==> src/rtl/bseq_pkg.sv <==
package bseq_pkg;
    typedef enum logic [0:0] {
        ST_IDLE  = 1'b0,
        ST_BURST = 1'b1
    } bseq_state_e;

    typedef enum logic [1:0] {
        OP_HOLD = 2'd0,
        OP_LOAD = 2'd1,
        OP_STOP = 2'd2,
        OP_STEP = 2'd3
    } bseq_op_e;
endpackage

==> src/rtl/bseq_ctrl.sv <==
module bseq_ctrl
    import bseq_pkg::*;
(
    input  logic     clk,
    input  logic     rst_n,
    input  logic     cke_n,
    input  logic     ld_n,
    input  logic     sel,
    output bseq_op_e op,
    output logic     burst_on
);
    bseq_state_e state_q, state_d;

    // state register
    always_ff @(posedge clk or negedge rst_n) begin
        if (!rst_n) state_q <= ST_IDLE;
        else        state_q <= state_d;
    end

    // next state
    always_comb begin
        state_d = state_q;
        if (!cke_n) begin
            unique case (state_q)
                ST_IDLE: begin
                    if (!ld_n && sel) state_d = ST_BURST;  // ld_sel
                    else              state_d = ST_IDLE;   // ld_desel, idle_adv
                end
                ST_BURST: begin
                    if (!ld_n && !sel) state_d = ST_IDLE;  // ld_desel
                    else               state_d = ST_BURST; // ld_sel, step
                end
                default: state_d = ST_IDLE;
            endcase
        end
    end

    // outputs
    always_comb begin
        op       = OP_HOLD;
        burst_on = (state_q == ST_BURST);
        if (!cke_n) begin
            if (!ld_n)                      op = sel ? OP_LOAD : OP_STOP;
            else if (state_q == ST_BURST)   op = OP_STEP;
            else                            op = OP_HOLD;
        end
    end


    desel_chk: assert property (@(posedge clk) disable iff (!rst_n)
        (!cke_n && !ld_n && !sel) |=> !burst_on);


    freeze_state_chk: assert property (@(posedge clk) disable iff (!rst_n)
        cke_n |=> $stable(burst_on));
endmodule

==> src/rtl/bseq_beat.sv <==
module bseq_beat
    import bseq_pkg::*;
#(
    parameter int BEAT_W = 2
) (
    input  logic              clk,
    input  logic              rst_n,
    input  bseq_op_e          op,
    output logic [BEAT_W-1:0] beat
);
    localparam logic [BEAT_W-1:0] ONE = BEAT_W'(1);

    always_ff @(posedge clk or negedge rst_n) begin
        if (!rst_n) begin
            beat <= '0;
        end else begin
            unique case (op)
                OP_LOAD, OP_STOP: beat <= '0;
                OP_STEP:          beat <= beat + ONE;
                default:          beat <= beat;
            endcase
        end
    end


    beat_wrap_chk: assert property (@(posedge clk) disable iff (!rst_n)
        (op == OP_STEP && beat == '1) |=> beat == '0);
endmodule

==> src/rtl/bseq_map.sv <==
module bseq_map
    import bseq_pkg::*;
#(
    parameter int ADDR_W = 20,
    parameter int BEAT_W = 2
) (
    input  logic              clk,
    input  logic              rst_n,
    input  bseq_op_e          op,
    input  logic [ADDR_W-1:0] ext_addr,
    input  logic              order_ilv,
    input  logic [BEAT_W-1:0] beat,
    output logic [ADDR_W-1:0] word_addr
);
    localparam int HI_W = ADDR_W - BEAT_W;

    logic [ADDR_W-1:0] base_q;
    logic              ilv_q;
    logic [BEAT_W-1:0] start, lo;

    always_ff @(posedge clk or negedge rst_n) begin
        if (!rst_n) begin
            base_q <= '0;
            ilv_q  <= 1'b0;
        end else if (op == OP_LOAD) begin
            base_q <= ext_addr;
            ilv_q  <= order_ilv;
        end
    end

    assign start = base_q[BEAT_W-1:0];

    always_comb begin
        if (ilv_q) lo = start ^ beat;
        else       lo = start + beat;
    end

    generate
        if (HI_W > 0) begin : g_hi
            assign word_addr = {base_q[ADDR_W-1:BEAT_W], lo};
        end else begin : g_nohi
            assign word_addr = lo;
        end
    endgenerate


    linear_step_chk: assert property (@(posedge clk) disable iff (!rst_n)
        (op == OP_STEP && !ilv_q) |=>
            word_addr[BEAT_W-1:0] == $past(word_addr[BEAT_W-1:0]) + BEAT_W'(1));


    ilv_first_chk: assert property (@(posedge clk) disable iff (!rst_n)
        (op == OP_STEP && ilv_q && beat == '0) |=>
            word_addr[BEAT_W-1:0] == ($past(word_addr[BEAT_W-1:0]) ^ BEAT_W'(1)));
endmodule

==> src/rtl/bseq_top.sv <==
module bseq_top
    import bseq_pkg::*;
#(
    parameter int ADDR_W = 20,
    parameter int BEAT_W = 2
) (
    input  logic              clk,
    input  logic              rst_n,
    input  logic              cke_n,
    input  logic              ld_n,
    input  logic              sel,
    input  logic              order_ilv,
    input  logic [ADDR_W-1:0] ext_addr,
    output logic [ADDR_W-1:0] word_addr,
    output logic              burst_on
);
    bseq_op_e          op;
    logic [BEAT_W-1:0] beat;

    bseq_ctrl u_ctrl (
        .clk      (clk),
        .rst_n    (rst_n),
        .cke_n    (cke_n),
        .ld_n     (ld_n),
        .sel      (sel),
        .op       (op),
        .burst_on (burst_on)
    );

    bseq_beat #(.BEAT_W(BEAT_W)) u_beat (
        .clk   (clk),
        .rst_n (rst_n),
        .op    (op),
        .beat  (beat)
    );

    bseq_map #(.ADDR_W(ADDR_W), .BEAT_W(BEAT_W)) u_map (
        .clk       (clk),
        .rst_n     (rst_n),
        .op        (op),
        .ext_addr  (ext_addr),
        .order_ilv (order_ilv),
        .beat      (beat),
        .word_addr (word_addr)
    );


    load_chk: assert property (@(posedge clk) disable iff (!rst_n)
        (!cke_n && !ld_n && sel) |=> (word_addr == $past(ext_addr)) && burst_on);


    upper_fixed_chk: assert property (@(posedge clk) disable iff (!rst_n)
        (!cke_n && ld_n) |=>
            word_addr[ADDR_W-1:BEAT_W] == $past(word_addr[ADDR_W-1:BEAT_W]));


    freeze_addr_chk: assert property (@(posedge clk) disable iff (!rst_n)
        cke_n |=> $stable(word_addr));


    idle_adv_chk: assert property (@(posedge clk) disable iff (!rst_n)
        (!cke_n && ld_n && !burst_on) |=> $stable(word_addr));
endmodule

==> config.mk <==
export PLATFORM = sky130hd
export DESIGN_NAME = bseq_top
export DESIGN_NICKNAME = d
export VERILOG_FILES = /design/src/rtl/bseq_pkg.sv /design/src/rtl/bseq_ctrl.sv /design/src/rtl/bseq_beat.sv /design/src/rtl/bseq_map.sv /design/src/rtl/bseq_top.sv
export SDC_FILE = /design/constraint.sdc
export NUM_CORES = 1
export LEC_CHECK = 0
export BUFFER_PORTS_ARGS = -buffer_cell sky130_fd_sc_hd__buf_4
export CAP_MARGIN = 20
export CORE_MARGIN = 5
export CORE_UTILIZATION = 48
export CTS_BUF_LIST = sky130_fd_sc_hd__clkbuf_2 sky130_fd_sc_hd__clkbuf_4 sky130_fd_sc_hd__clkbuf_8
export DETAILED_ROUTE_END_ITERATION = 12
export PLACE_DENSITY_LB_ADDON = 0.2
export SETUP_SLACK_MARGIN = 0.5
export SYNTH_ARGS = -nofsm -noshare
export SYNTH_HDL_FRONTEND = slang
export SYNTH_SLANG_ARGS = --single-unit
export TNS_END_PERCENT = 100
==> constraint.sdc <==
create_clock -name clk -period 1.1 [get_ports clk]
set_input_delay 0.11 -clock clk [delete_from_list [all_inputs] [get_ports clk]]
set_output_delay 0.11 -clock clk [all_outputs]
set_load 0.005 [all_outputs]
== Yosys cells after proc, flatten, opt, wreduce, memory -nomap -nowiden ==
Index checks and enable logic that the tools add are counted.
Cells by class
  add/subtract/negate cells: 2
  $mul: 0
  div/mod/pow operators: 0
  order comparisons: 0
  eq/ne operators: 3
  shift-type cells: 0
  multiplexer cells: 9
  bitwise operators: 2
  reductions and logical operators: 6
Operator list (number)
  $mux W2: 5
  $eq A2 B2 Y1 const B: 2
  $pmux W2 S2: 1
  $add A2 B1 Y2 const B: 1
  $add A2 B2 Y2: 1
  $eq A2 B1 Y1 const B: 1
  $logic_and A1 B1 Y1: 2
  $logic_not A1 Y1: 2
  $mux W1: 2
  $pmux W1 S2: 1
  $reduce_bool A2 Y1: 1
  $reduce_or A2 Y1: 1
  $xor A2 B2 Y2: 1
  $not A1 Y1: 1
Storage, ports and cells
  register bits after elaboration: 24
  bits in latches: 0
  RAM bits: 0
  bits in read-only memories: 0
  bits of input ports: 26
  output and inout bits: 21
  word-level logic and storage cells: 26
  memories kept: 0

== Longest topological paths before layout ==
  word-level depth: 6
  mapped depth: 3
  mapped depth without buffers: 3

== Hierarchy ==
From an unflattened synthesis, not the netlist that was laid out.
Second synthesis, totals
  cells, all modules: 83
  area total of the unflattened synthesis: 1221.2 sq um
Modules (own cells, without submodules)
  bseq_map: instances 1, cells an instance 67, area each 1062.3 sq um, seq. area each 525.5 sq um
  bseq_beat: instances 1, cells an instance 8, area each 87.6 sq um, seq. area each 50.0 sq um
  bseq_ctrl: instances 1, cells an instance 8, area each 71.3 sq um, seq. area each 25.0 sq um

== Worst setup path before layout ==
OpenSTA, ideal clock, no wires.
  kind: input to register
  start point: input port ld_n
  end point: register u_map.base_q[10]
  setup time: 0.125 ns
  arrival: 0.865 ns
  required time: 0.975 ns
  setup slack: 0.110 ns
  cell stages on the path: 3
  buffers on the path: 1
  cells stage by stage: nor3b_4 > buf_6 > mux2_2
On the way
  longest elaborated chain between the ends: 3
Ends and longest elaborated chain
  start: declaration: RTL line bseq_top.sv:10  | input logic ld_n,
  $mux W2: RTL line bseq_ctrl.sv:43  | if (!ld_n) op = sel ? OP_LOAD : OP_STOP;
  $mux W2: RTL line bseq_ctrl.sv:42  | if (!cke_n) begin
  $eq A2 B1 Y1: RTL line bseq_map.sv:25  | end else if (op == OP_LOAD) begin
  end signal: assignment: RTL line bseq_map.sv:26  | base_q <= ext_addr;
  end: declaration: RTL line bseq_map.sv:17  | logic [ADDR_W-1:0] base_q;
No other way between the ends.
A chain may end at the register's enable or synchronous reset.

== Worst setup path in the final report ==
  start point: register u_beat.beat[0]
  end point: output port word_addr[1]
On the way
  longest elaborated chain between the ends: 2
Ends and longest elaborated chain
  start: declaration: RTL line bseq_beat.sv:9  | output logic [BEAT_W-1:0] beat
  start signal: assignment: RTL line bseq_beat.sv:19  | OP_STEP: beat <= beat + ONE;
  start signal: assignment: RTL line bseq_beat.sv:20  | default: beat <= beat;
  $add A2 B2 Y2: RTL line bseq_map.sv:35  | else lo = start + beat;
  $mux W2: RTL line bseq_map.sv:34  | if (ilv_q) lo = start ^ beat;
  end: declaration: RTL line bseq_top.sv:14  | output logic [ADDR_W-1:0] word_addr,
No other way between the ends.

==> impl_metrics.toml <==
[synth]
ys_ff_latch = 24
synth_flop_cell = "dfrtp_1"
synthDistinctLibCells = 16
synth_top_area_cell = "dfrtp_1"
async_reset_ff_frac = 1.00
synth-seq-area-share = 0.542
ys_top_cells_by_area = "dfrtp_1, mux2_2, buf_4"
yosysMostFrequentCell = "dfrtp_1"
syn_area_per_cell_um2 = 13.9
synth_edf_count = 0
yosysWarnings = 0
syn_area_um2 = 1110
synth_common_cells = "dfrtp_1, mux2_2, buf_4"
synth_top_cell_area_share = 0.542
syn_nets = 107
post_synth_inst_count = 80

[sta]
clock.fmax_mhz = 712
drv_slew = 0
finalSetupViolCount = 3
maxSlewHeadroom = 0.801
hold_viol = 0
setup_ws_ns = -0.304
period_share = 1.28
finalSetupTns_ns = -0.451
worst_slew_pin_slew_ns = 0.298
grt_setup_unrepaired = "yes"
finalCriticalPeriod_ns = 1.40
whs_ns = 0.0138
finClkSkew_ns = 0.00474

[clock_tree]
clock_sinks = 24
clkSlewWorstSetupHoldPaths_ns = 0.14
clock_tree.root_cell = "clkbuf_4"
insertion_delay_ns = 0.31
cts_tree = "built"
cts_buffer_depth = 2
holdBufCountCts = 1
cts_htree_levels = 1
numCtsBuffers = 3

[pwr]
vdd_drop_max_mv = 1.22
total_power_mw = 2.65
power_density_nw_per_um2 = 1480
power_leakage_nw = 0.873

[placement]
place_congestion = 0.751
place_inst = 139
portBuffers = 46
placed_area_um2 = 1400
pre_cts_ws_ns = -0.0758

[global_routing]
grt-ovfl-total = 0
grt_pass1_vias = 802
antenna_found_initial = 0
grt_max_degree = 25
grt_first_pass_wirelength_um = 3930
grt_use_total = 0.154

[setup_path]
path_delay_family = "flip-flops"
cpPeakStageDelay_ns = 0.43
crit_chain = "ha_4 -> nor2b_4 -> xnor2_2 -> buf_4"
critPathSlowestCell = "dfrtp_1"
crit_buf_inv = 1
cp-end-kind = "primary output"
required_ns = 0.99
critPathKind = "reg2out"
critPathMaxFanout = 2
cp.arrival_ns = 1.29
start_kind = "flip-flop"

[final_layout]
area_growth_pct = 61.9
num_antenna_cells = 0
postLayoutCoreUtil = 0.811
fin_cells = 158
nets = 158
final_layout_size_suffix_gt1_frac = 0.785
final_area_um2 = 1790

[outcome]
violations = "setup timing"
status = "finished with violations"

[die]
die_w_um = 58.1
die-height_um = 58.1
row_count = 17
start_util = 0.501
ios = 47
core_um2 = 2210
die_area_um2 = 3370

[route]
drc = 0
first_pass_iters = 2
vias = 766
wl_per_cell_um = 16.6
antenna_left = 0
drt_iter0_drc = 8
wirelength_um = 2630
viasPerCell = 4.85

[worst_hold_path]
holdCritPathClass = "in2reg"

[flow_run]
maxCapViolCount = 0
==> timing repair <==
action	in CTS	in global routing
gates cloned	1	0
endpoints found under the setup margin	45	45
resized for setup	55	11
endpoints found under the hold margin	24	1
buffers inserted	3	10
pin swaps	4	3
==> cells by family after synthesis <==
family	count (synthesis)	synth area share
AO/OA/AOI/OAI	6	0.0350
buffers and inverters	21	0.146
AND/OR/NAND/NOR	5	0.0372
multiplexers	21	0.213
flip-flops	24	0.542
XOR/XNOR	2	0.0158
adder cells (fa/ha/maj)	1	0.0113
==> area by class of cell <==
class                      count  area (µm²)
clock buffer                   4        36.3
fill                         125         418
inverter                       1        3.75
multi-input combinational     35         480
sequential                    24         602
tap                           28        35.0
timing repair buffer          66         637
==> registers in the layout (all words and copies together) (netlist names) <==
signal,cells
u_map.base_q,20
u_ctrl.burst_on,1
u_map.ilv_q,1
u_beat.beat,2
==> cell usage in the layout (no fill, tap or decap) <==
master / instances
nor2b_1: 1
nand2_1: 1
dfrtp_2: 1
mux2_4: 19
a21boi_2: 1
dlygate4sd3_1: 1
ha_4: 1
inv_1: 1
o21ai_2: 3
nor2b_4: 1
buf_4: 32
nor3b_4: 1
mux2_2: 2
buf_6: 29
xnor2_2: 2
o41ai_2: 1
clkbuf_8: 1
dfrtp_1: 23
o31ai_2: 1
nand2b_1: 1
clkbuf_4: 3
buf_8: 4
==> worst paths after layout <==
path,start,to,slack (ns),cells past startpoint
max reg2reg,u_beat.beat[0],u_beat.beat[1],-0.04,6
min reg2reg,u_map.base_q[14],u_map.base_q[14],0.55,1
max,u_beat.beat[0],word_addr[1],-0.30,4
min in group asynchronous,rst_n,u_beat.beat[1],0.21,2
min,ext_addr[13],u_map.base_q[13],0.01,2
max in group asynchronous,rst_n,u_ctrl.burst_on,0.65,2
==> layer usage <==
metal	global-route usage	share of wire	up-vias
li1	-	-	357
met1	0.196	0.40	385
met2	0.258	0.54	24
met3	0.0512	0.056	0
met4	0.0298	0	0
met5	0	0	-
==> where the power goes <==
part	total [mW]	internal, mW	switching (mW)
clock network	0.472	0.202	0.270
registers	1.19	1.04	0.146
logic	0.991	0.725	0.266
No activity file was read; power rests on OpenSTA's default activity.
